===== config.mk =====
export PLATFORM = sky130hd
export DESIGN_NAME = hdlc_rx_channel
export DESIGN_NICKNAME = d
export VERILOG_FILES = /design/src/rtl/hdlc_rx_pkg.sv /design/src/rtl/hdlc_rx_linedec.sv /design/src/rtl/hdlc_rx_crc.sv /design/src/rtl/hdlc_rx_handoff.sv /design/src/rtl/hdlc_rx_channel.sv
export SDC_FILE = /design/constraint.sdc
export NUM_CORES = 1
export LEC_CHECK = 0
export CORE_ASPECT_RATIO = 0.75
export CORE_MARGIN = 3
export CORE_UTILIZATION = 50
export DETAILED_ROUTE_END_ITERATION = 8
export PLACE_DENSITY = 0.71
export SLEW_MARGIN = 30
export SYNTH_ARGS = -nofsm -noshare
export SYNTH_HDL_FRONTEND = slang
export SYNTH_SLANG_ARGS = --single-unit

===== constraint.sdc =====
create_clock -name clk -period 3.3 [get_ports clk]
set_clock_uncertainty 0.15 [all_clocks]
set_input_delay 0.33 -clock clk [delete_from_list [all_inputs] [get_ports clk]]
set_output_delay 0.33 -clock clk [all_outputs]
set_load 0.02 [all_outputs]

===== src/rtl/hdlc_rx_pkg.sv =====
package hdlc_rx_pkg;

    typedef enum logic [1:0] {
        RX_HUNT = 2'd0,
        RX_OPEN = 2'd1,
        RX_RECV = 2'd2
    } rx_state_e;

    // destuffed bits kept back so that a flag's leading bits never reach a byte
    localparam int LAG_BITS = 6;

    localparam logic [2:0] ONES_STUFF = 3'd5;
    localparam logic [2:0] ONES_SIX   = 3'd6;
    localparam logic [2:0] ONES_SAT   = 3'd7;

endpackage


===== src/rtl/hdlc_rx_linedec.sv =====
module hdlc_rx_linedec
    import hdlc_rx_pkg::*;
(
    input  logic clk,
    input  logic rst_n,
    input  logic line_bit,
    output logic bit_vld,
    output logic bit_val,
    output logic flag_hit,
    output logic abort_hit
);

    logic [2:0] ones_q;

    always_ff @(posedge clk or negedge rst_n) begin
        if (!rst_n) begin
            ones_q <= '0;
        end else if (line_bit) begin
            ones_q <= (ones_q == ONES_SAT) ? ONES_SAT : ones_q + 3'd1;
        end else begin
            ones_q <= '0;
        end
    end

    assign flag_hit  = !line_bit && (ones_q == ONES_SIX);
    assign abort_hit =  line_bit && (ones_q == ONES_SIX);
    assign bit_vld   = line_bit ? (ones_q < ONES_STUFF)
                                : ((ones_q != ONES_STUFF) && (ones_q != ONES_SIX));
    assign bit_val   = line_bit;

endmodule


===== src/rtl/hdlc_rx_crc.sv =====
module hdlc_rx_crc #(
    parameter int W = 16
) (
    input  logic clk,
    input  logic rst_n,
    input  logic clear,
    input  logic en,
    input  logic din,
    output logic good
);

    logic [W-1:0] poly;
    logic [W-1:0] resid;
    logic [W-1:0] crc_q;
    logic [W-1:0] step;

    generate
        if (W == 32) begin : g_crc32
            assign poly  = 32'hEDB8_8320;
            assign resid = 32'hDEBB_20E3;
        end else begin : g_crc16
            assign poly  = 16'h8408;
            assign resid = 16'hF0B8;
        end
    endgenerate

    assign step = (crc_q >> 1) ^ ((crc_q[0] ^ din) ? poly : '0);

    always_ff @(posedge clk or negedge rst_n) begin
        if (!rst_n) begin
            crc_q <= '1;
        end else if (clear) begin
            crc_q <= '1;
        end else if (en) begin
            crc_q <= step;
        end
    end

    assign good = (crc_q == resid);

endmodule


===== src/rtl/hdlc_rx_handoff.sv =====
module hdlc_rx_handoff #(
    parameter int WINDOW = 7
) (
    input  logic       clk,
    input  logic       rst_n,
    input  logic       deliver,
    input  logic [7:0] deliver_byte,
    input  logic       rd_strobe,
    output logic       rdy,
    output logic [7:0] data,
    output logic       late
);

    localparam int WIN_W = $clog2(WINDOW + 1);
    localparam logic [WIN_W-1:0] WIN_LAST = WIN_W'(WINDOW - 1);

    logic [WIN_W-1:0] win_q;

    always_ff @(posedge clk or negedge rst_n) begin
        if (!rst_n) begin
            rdy   <= 1'b0;
            data  <= '0;
            win_q <= '0;
        end else if (deliver) begin
            rdy   <= 1'b1;
            data  <= deliver_byte;
            win_q <= '0;
        end else if (rdy && rd_strobe) begin
            rdy   <= 1'b0;
        end else if (rdy) begin
            if (win_q == WIN_LAST) begin
                rdy <= 1'b0;
            end else begin
                win_q <= win_q + 1'b1;
            end
        end
    end

    assign late = !deliver && rdy && !rd_strobe && (win_q == WIN_LAST);

endmodule


===== src/rtl/hdlc_rx_channel.sv =====
module hdlc_rx_channel
    import hdlc_rx_pkg::*;
#(
    parameter int CRC_W  = 16,
    parameter int WINDOW = 7
) (
    input  logic       clk,
    input  logic       rst_n,
    input  logic       line_bit,
    input  logic       rd_strobe,
    output logic [7:0] rx_data,
    output logic       rx_ready,
    output logic       frame_valid,
    output logic       frame_err
);

    localparam int FCS_BYTES = CRC_W / 8;
    localparam int NBY_MAX   = FCS_BYTES + 1;
    localparam int NBY_W     = $clog2(NBY_MAX + 1);
    localparam int PF_W      = $clog2(FCS_BYTES + 1);
    localparam logic [2:0] LAG_FULL = 3'(LAG_BITS);

    rx_state_e st_q, st_d;

    logic bit_vld, bit_val, flag_hit, abort_hit;
    logic crc_good, late;

    logic [LAG_BITS-1:0] lag_q;
    logic [2:0]          lag_cnt_q;
    logic [7:0]          shf_q;
    logic [2:0]          bcnt_q;
    logic [NBY_W-1:0]    nby_q;
    logic [PF_W-1:0]     pfill_q;
    logic [7:0]          pipe_q [FCS_BYTES];
    logic                err_hold_q;

    logic       restart, push, lag_full, out_vld, byte_done, deliver;
    logic       frame_bad, end_bad, err_hold_d;
    logic [7:0] new_shf;

    hdlc_rx_linedec u_linedec (
        .clk       (clk),
        .rst_n     (rst_n),
        .line_bit  (line_bit),
        .bit_vld   (bit_vld),
        .bit_val   (bit_val),
        .flag_hit  (flag_hit),
        .abort_hit (abort_hit)
    );

    assign restart   = flag_hit || abort_hit;
    assign push      = bit_vld && (st_q != RX_HUNT);
    assign lag_full  = (lag_cnt_q == LAG_FULL);
    assign out_vld   = push && lag_full;
    assign new_shf   = {lag_q[0], shf_q[7:1]};
    assign byte_done = out_vld && (bcnt_q == 3'd7);
    assign deliver   = byte_done && (pfill_q == PF_W'(FCS_BYTES));

    hdlc_rx_crc #(.W(CRC_W)) u_crc (
        .clk   (clk),
        .rst_n (rst_n),
        .clear (restart || (st_q == RX_HUNT)),
        .en    (out_vld),
        .din   (lag_q[0]),
        .good  (crc_good)
    );

    hdlc_rx_handoff #(.WINDOW(WINDOW)) u_handoff (
        .clk          (clk),
        .rst_n        (rst_n),
        .deliver      (deliver),
        .deliver_byte (pipe_q[0]),
        .rd_strobe    (rd_strobe),
        .rdy          (rx_ready),
        .data         (rx_data),
        .late         (late)
    );

    // next-state logic
    always_comb begin
        st_d = st_q;
        unique case (st_q)
            RX_HUNT: if (flag_hit)  st_d = RX_OPEN;
            RX_OPEN: if (abort_hit) st_d = RX_HUNT;
                     else if (out_vld) st_d = RX_RECV;
            RX_RECV: if (abort_hit) st_d = RX_HUNT;
                     else if (flag_hit) st_d = RX_OPEN;
            default: st_d = RX_HUNT;
        endcase
    end

    // state register
    always_ff @(posedge clk or negedge rst_n) begin
        if (!rst_n) st_q <= RX_HUNT;
        else        st_q <= st_d;
    end

    assign frame_bad  = (bcnt_q != 3'd0) || (nby_q < NBY_W'(NBY_MAX)) || !crc_good;
    assign end_bad    = flag_hit && (st_q == RX_RECV) && frame_bad;
    assign err_hold_d = (st_d == RX_RECV) && (err_hold_q || late);
    assign frame_valid = (st_q == RX_RECV);

    // datapath and status outputs
    always_ff @(posedge clk or negedge rst_n) begin
        if (!rst_n) begin
            lag_q      <= '0;
            lag_cnt_q  <= '0;
            shf_q      <= '0;
            bcnt_q     <= '0;
            nby_q      <= '0;
            pfill_q    <= '0;
            err_hold_q <= 1'b0;
            frame_err  <= 1'b0;
            for (int i = 0; i < FCS_BYTES; i++) pipe_q[i] <= '0;
        end else begin
            err_hold_q <= err_hold_d;
            frame_err  <= err_hold_d || end_bad;
            if (restart) begin
                lag_cnt_q <= '0;
                bcnt_q    <= '0;
                nby_q     <= '0;
                pfill_q   <= '0;
            end else if (push) begin
                lag_q <= {bit_val, lag_q[LAG_BITS-1:1]};
                if (!lag_full) begin
                    lag_cnt_q <= lag_cnt_q + 3'd1;
                end else begin
                    shf_q  <= new_shf;
                    bcnt_q <= bcnt_q + 3'd1;
                    if (bcnt_q == 3'd7) begin
                        if (nby_q != NBY_W'(NBY_MAX)) nby_q <= nby_q + 1'b1;
                        if (pfill_q == PF_W'(FCS_BYTES)) begin
                            for (int i = 0; i < FCS_BYTES - 1; i++) pipe_q[i] <= pipe_q[i+1];
                            pipe_q[FCS_BYTES-1] <= new_shf;
                        end else begin
                            for (int i = 0; i < FCS_BYTES; i++)
                                if (pfill_q == PF_W'(i)) pipe_q[i] <= new_shf;
                            pfill_q <= pfill_q + 1'b1;
                        end
                    end
                end
            end
        end
    end

endmodule


# Word-level counts from Yosys, hierarchy flattened
# Cells that the tools add are included.
# W data, S select, Z words.
[op_classes]
bitwise = 3
n_reduce_logical = 45
n_addsub = 6
n_eq_ne = 18
magnitude_cmp = 2
n_mux = 38
[op_table]
columns = ["cell", "n"]
rows = [
  ["$mux W16", 4],
  ["$mux W3", 12],
  ["$mux W2", 14],
  ["$reduce_bool A2 Y1", 9],
  ["$eq A16 B16 Y1 const B", 1],
  ["$mux W8", 2],
  ["$xor A15 B16 Y16", 1],
  ["$eq A3 B3 Y1 const B", 5],
  ["$logic_and A1 B1 Y1", 14],
  ["$add A3 B1 Y3 const B", 4],
  ["$reduce_and A5 Y1", 2],
  ["$reduce_and A4 Y1", 2],
  ["$eq A2 B2 Y1 const B", 3],
  ["$logic_or A1 B1 Y1", 6],
  ["$ne A2 B2 Y1 const B", 3],
  ["$ne A3 B3 Y1 const B", 2],
  ["$pmux W2 S3", 1],
  ["$reduce_and A2 Y1", 3],
  ["$reduce_and A3 Y1", 2],
  ["$mux W1", 5],
  ["$add A2 B1 Y2 const B", 2],
  ["$eq A2 B1 Y1 const B", 2],
  ["$logic_not A1 Y1", 4],
  ["$logic_not A2 Y1", 2],
  ["other kinds (6)", 7],
]
[word_totals]
input_bits = 4
ff_bits = 75

# Logic depth before layout (Yosys ltp)
[depth]
ltp_word = 14
ltp_mapped = 8
mapped_depth_nobuf = 6

# Hierarchy
# A second synthesis with hierarchy kept.
[hier_totals]
hier_cells = 270
hier_area_um2 = 3534.6
[by_module_without_submodules]
columns = ["module", "area_each_um2", "cells_per_inst", "seq_area_each_um2", "instances"]
rows = [
  ["hdlc_rx_channel", 1984.4, 150, 1076.0, 1],
  ["hdlc_rx_crc", 797.0, 62, 420.4, 1],
  ["hdlc_rx_handoff", 566.8, 40, 300.3, 1],
  ["hdlc_rx_linedec", 186.4, 18, 75.1, 1],
]

# Worst setup path after synthesis
# Ideal clock, no wire load.
[synth_timing]
path_type = "reg2reg"
start = "register u_linedec.ones_q[0]"
end = "register u_handoff.data[3]"
arrival_ns = 1.797
path_stages_with_launch = 9
path_buffers = 2
setup_time_ns = 0.125
required_ns = 3.025
slack_ns = 1.229
synth_period_minus_slack_ns = 2.071
cell_sequence = "dfrtp_1 > inv_1 > ha_1 > nand2_2 > o21a_1 > buf_2 > and4_4 > buf_4 > mux2_2"
[synth_between]
elab_chain_len = 7
elab_cells_between_ends = 9
[synth_rtl]
columns = ["item", "line_no", "rtl"]
rows = [
  ["from (decl)", "hdlc_rx_linedec.sv:13", "logic [2:0] ones_q;"],
  ["from (signal assigned)", "hdlc_rx_linedec.sv:19", "ones_q <= (ones_q == ONES_SAT) ? ONES_SAT : ones_q + 3'd1;"],
  ["parallel branches: the longest is 2 deep, another holds $lt A3 B3 Y1", "n/a", ""],
  ["$mux W1 (*)", "hdlc_rx_linedec.sv:27", "assign bit_vld = line_bit ? (ones_q < ONES_STUFF)"],
  ["$logic_and A1 B1 Y1 (*)", "hdlc_rx_channel.sv:52", "assign push = bit_vld && (st_q != RX_HUNT);"],
  ["$logic_and A1 B1 Y1 (*)", "hdlc_rx_channel.sv:54", "assign out_vld = push && lag_full;"],
  ["$logic_and A1 B1 Y1 (*)", "hdlc_rx_channel.sv:56", "assign byte_done = out_vld && (bcnt_q == 3'd7);"],
  ["$logic_and A1 B1 Y1 (*)", "hdlc_rx_channel.sv:57", "assign deliver = byte_done && (pfill_q == PF_W'(FCS_BYTES));"],
  ["to (signal assigned)", "hdlc_rx_handoff.sv:26", "data <= deliver_byte;"],
  ["to (decl)", "hdlc_rx_handoff.sv:10", "output logic [7:0] data,"],
]
# Every way passes the cells marked *.
# A chain may end at the register's enable or synchronous reset.

# Final worst setup path
[layout_timing]
start = "register u_linedec.ones_q[0]"
end = "register pipe_q[8] (netlist name)"
[layout_between]
elab_chain_len = 5
elab_cells_between_ends = 12
[layout_rtl]
columns = ["item", "line_no", "rtl"]
rows = [
  ["parallel branches: the longest is 4 deep, another holds $lt A3 B3 Y1", "n/a", ""],
  ["$reduce_and A5 Y1 (no line) (*)", "n/a", ""],
  ["to (signal, indexed assignment)", "hdlc_rx_channel.sv:134", "pipe_q[FCS_BYTES-1] <= new_shf;"],
  ["to (signal, indexed assignment)", "hdlc_rx_channel.sv:137", "if (pfill_q == PF_W'(i)) pipe_q[i] <= new_shf;"],
  ["to (decl)", "hdlc_rx_channel.sv:34", "logic [7:0] pipe_q [FCS_BYTES];"],
]
# Marked as above.

==> summary by stage <==
Outcome
The flow ran to the end, and the final reports show no timing, DRC or antenna violations.

Cells and area
Summing all multi-input logic gate instances after layout gives 1510 um^2. Across the whole layout, storage elements account for 1870 um^2. The antenna diode instance count is 0.

After routing the design area is 3890 um^2. The area growth from synthesis to layout is 11.3%. Cells with a size suffix above 1 make up 29.8% of the layout.

For this run, the post-layout net count is 322. The top cell types in the final layout, fill and taps aside, are dfrtp_1, mux2_2, nand3_1, o21ai_0, dfstp_2. The commonest non-fill, non-tap cell in the layout is dfrtp_1. The fill cell total of the finished layout is 544.

Pwr
Power spread over the standard cell area amounts to 632 nW/um^2. Net switching is 34.0% of the power. The net switching power is 0.835 mW. The share of power burned in combinational logic is 28.1%. The worst-case IR drop observed on VDD is 0.000455 V. Cell internal power was estimated by the tool at 1.62 mW. The clock group share of total power is 26.9%. The sequential share of power is 45.0%. Summed over all cells, the static leakage comes to 1.73 nW.

GRT
The number of antenna violations at the first check in global routing is 0. The wire length of the first global-routing pass is 10.9 mm. The overall fraction of global-route tracks in use is 17.8%. The number of global-route vias before repair was 2,217. After global routing the overflow that remains totals 0. The maximum number of pins on one net before global-route repair is 28.

Detailed routing
For this run, design rule violations remaining after detail routing come to 0. The first detailed-routing pass ran for 5 iterations. The total routed wirelength is 6.27 mm.

The routed layout has 2,265 vias. In this run, the number of DRC markers left after iteration 0 of detailed routing was 96. The average detailed-routed wire length per instance is 16.1 um. In this run the remaining antenna-violating nets after routing total 0. The via-per-instance ratio is 5.81.

STA
The part of the cycle the worst path needs is 76.7%. The actual slew at the worst max-slew pin is 588 ps. Across all setup checks in the final design, the least slack found is 768 ps. The relative slew slack is 60.8%. The final count of hold timing violations was 0. Setup repair after global routing left no endpoint under its margin. The final count of pins violating max slew came to 0. The setup total negative slack is 0 ps. Setup violations remaining at the end of the flow were counted as 0.

The final period demand of the worst path is 2530 ps. Static timing analysis puts the maximum clock frequency at 395 MHz.

Clock tree
Post-CTS repair changed the size of 0 cells. The TritonCTS clock tree is built. The number of levels in the clock H-tree is 3. The number of buffers created by CTS is 9. The maximum clock path buffer count is 2. After clock tree synthesis, the setup repair step added 0 buffers. The later pin in the worst-skew pair is clocked with a latency of 350 ps.

The clock tree root driver cell is clkbuf_8. The clock sink count is 74. The clock transition at the registers of the reported paths is 80 ps.

Floorplanning
The top-level I/O count is 15. The die is 103 um wide. The die covers 8040 um^2. The core region is 6540 um^2.

The number of placement rows is 25. The die span in y is 78.4 um. The initial standard-cell utilization of the core is 53.5%.

Placement
The number of input and output port buffers inserted is 14. The total half-perimeter wirelength after legalization and detailed placement is 4.29 mm. The final weighted congestion of routability-driven global placement is 0.797. The post-placement worst setup slack is 673 ps.

The placed instances occupy a cell area of 3700 um^2.

Worst hold path
Counting instances, the worst hold path has a depth of 1. The worst min-delay path category is reg -> reg.

Synthesis
The yosys synthesis warning count is 0. The netlist area before placement is 3490 um^2. For this run, the register share of the synthesized area comes to 53.6%. The average cell area after synthesis is 12.2 um^2.

The predominant post-synthesis flop cell is dfrtp_1. For this run, asynchronously set or reset flops after synthesis account for 100%. After synthesis the netlist holds a flip-flop and latch count of 74.

The number of different library cells used by synthesis comes to 49. The number of nets in the synthesized netlist is 304. Yosys mapped a number of flops with a built-in enable equal to 0. Counting every instance in the synthesized netlist gives 287.

Setup path
For the worst flop-to-flop path, the logic depth is 6. The critical path arrival is 2610 ps. The critical path class is reg -> reg. The sort of element at the start of the critical path is a flip-flop.

At the worst endpoint, the required time is 3370 ps. Of all nets on the critical path, the largest fanout is 20. The category of the worst setup path capture point is a flip-flop.

Run
The tool flagged a number of max-cap violations equal to 0.
[cell usage after synthesis, types with 3 or more instances]
cell type,number,area [um^2]
o211ai_1,4,30.0
inv_1,9,33.8
o31ai_1,4,30.0
xnor2_1,5,43.8
clkbuf_1,7,26.3
or2_2,3,18.8
dfrtp_1,58,1450
dfstp_2,16,420
nand3_1,31,155
nand2_1,11,41.3
ha_1,13,163
nor3_1,3,15.0
nand2b_1,3,18.8
nor2_1,6,22.5
o21ai_0,19,95.1
buf_2,3,15.0
a21oi_1,5,25.0
mux2_2,44,495
[layer usage]
layer	part of all wire (%)	global-route usage, %	vias up	wire length (um)
li1	-	-	1074	-
met3	4.7	5.86	6	292
met2	44	24.2	47	2760
met5	0	0	-	0
met1	50	26.6	1138	3150
met4	1.1	5.90	0	68
[through the flow]
step	std cells	util, %	power [mW]	hold WS, ps
6_report	390	59.5	2.46	333
5_1_grt	390	59.5	2.61	373
4_1_cts	390	59.5	2.48	339
3_5_place_dp	374	56.6	1.81	214
3_3_place_gp	374	56.6	1.80	204
2_1_floorplan	287	-	1.63	-116
[layout make-up]
type                    count  area share [%]
clock inverters             6            1.51
multi-input cells         190            38.8
well taps                  81            2.61
clock buffers               9            3.18
repair buffers             21            4.89
inverters                   9           0.868
flip-flops and latches     74            48.1
[timing repair]
item | CTS | global route
hold buffers | 1 | 0
endpoints found under the hold margin | 20 | 0
endpoints found under the setup margin | 0 | 0
[power by group through the flow]
stage | combinational [mW] | sequential [mW] | clock (mW)
finish | 0.690 | 1.11 | 0.662
global route | 0.769 | 1.13 | 0.717
CTS | 0.696 | 1.11 | 0.682
detailed placement | 0.690 | 1.12 | 0
global placement | 0.679 | 1.12 | 0
floorplan | 0.536 | 1.10 | 0
[cell families (layout without fill, tap and decap cells)]
family	after synthesis	count (layout)	synth area share (%)
compound gates	48	48	9.34
xor+xnor	7	7	1.75
fa+ha+maj	13	13	4.65
buf+inv	23	45	3.22
flops	74	74	53.6
mux	45	45	14.5
simple gates	77	77	13.0
[flip-flops by register name, summed over array words and instances (netlist names), 2 cells and up]
signal	count
lag_cnt_q	3
pfill_q	2
lag_q	6
pipe_q	16
st_q	2
shf_q	7
bcnt_q	3
u_handoff.win_q	3
u_crc.crc_q	16
u_handoff.data	8
u_linedec.ones_q	3
nby_q	2
[worst max-delay path, stage by stage, from the launching register on]
cell and delay, ps:
dfrtp_1 480, inv_1 70, ha_1 210, and2_1 290, nor2_4 510, o2111ai_4 330
mux2_2 350
[path summary, 6_finish.rpt]
| path | to | slack (ps) | from |
|---|---|---|---|
| min in group asynchronous | st_q[1] | 350 | rst_n |
| setup reg to reg | pipe_q[8] | 770 | u_linedec.ones_q[0] |
| hold reg to reg | u_handoff.data[0] | 330 | u_handoff.data[0] |
| hold / removal | u_handoff.data[0] | 330 | u_handoff.data[0] |
| setup / recovery | pipe_q[8] | 770 | u_linedec.ones_q[0] |
| max in group asynchronous | u_crc.crc_q[7] | 1850 | rst_n |
(Power assumes the default switching activity.)
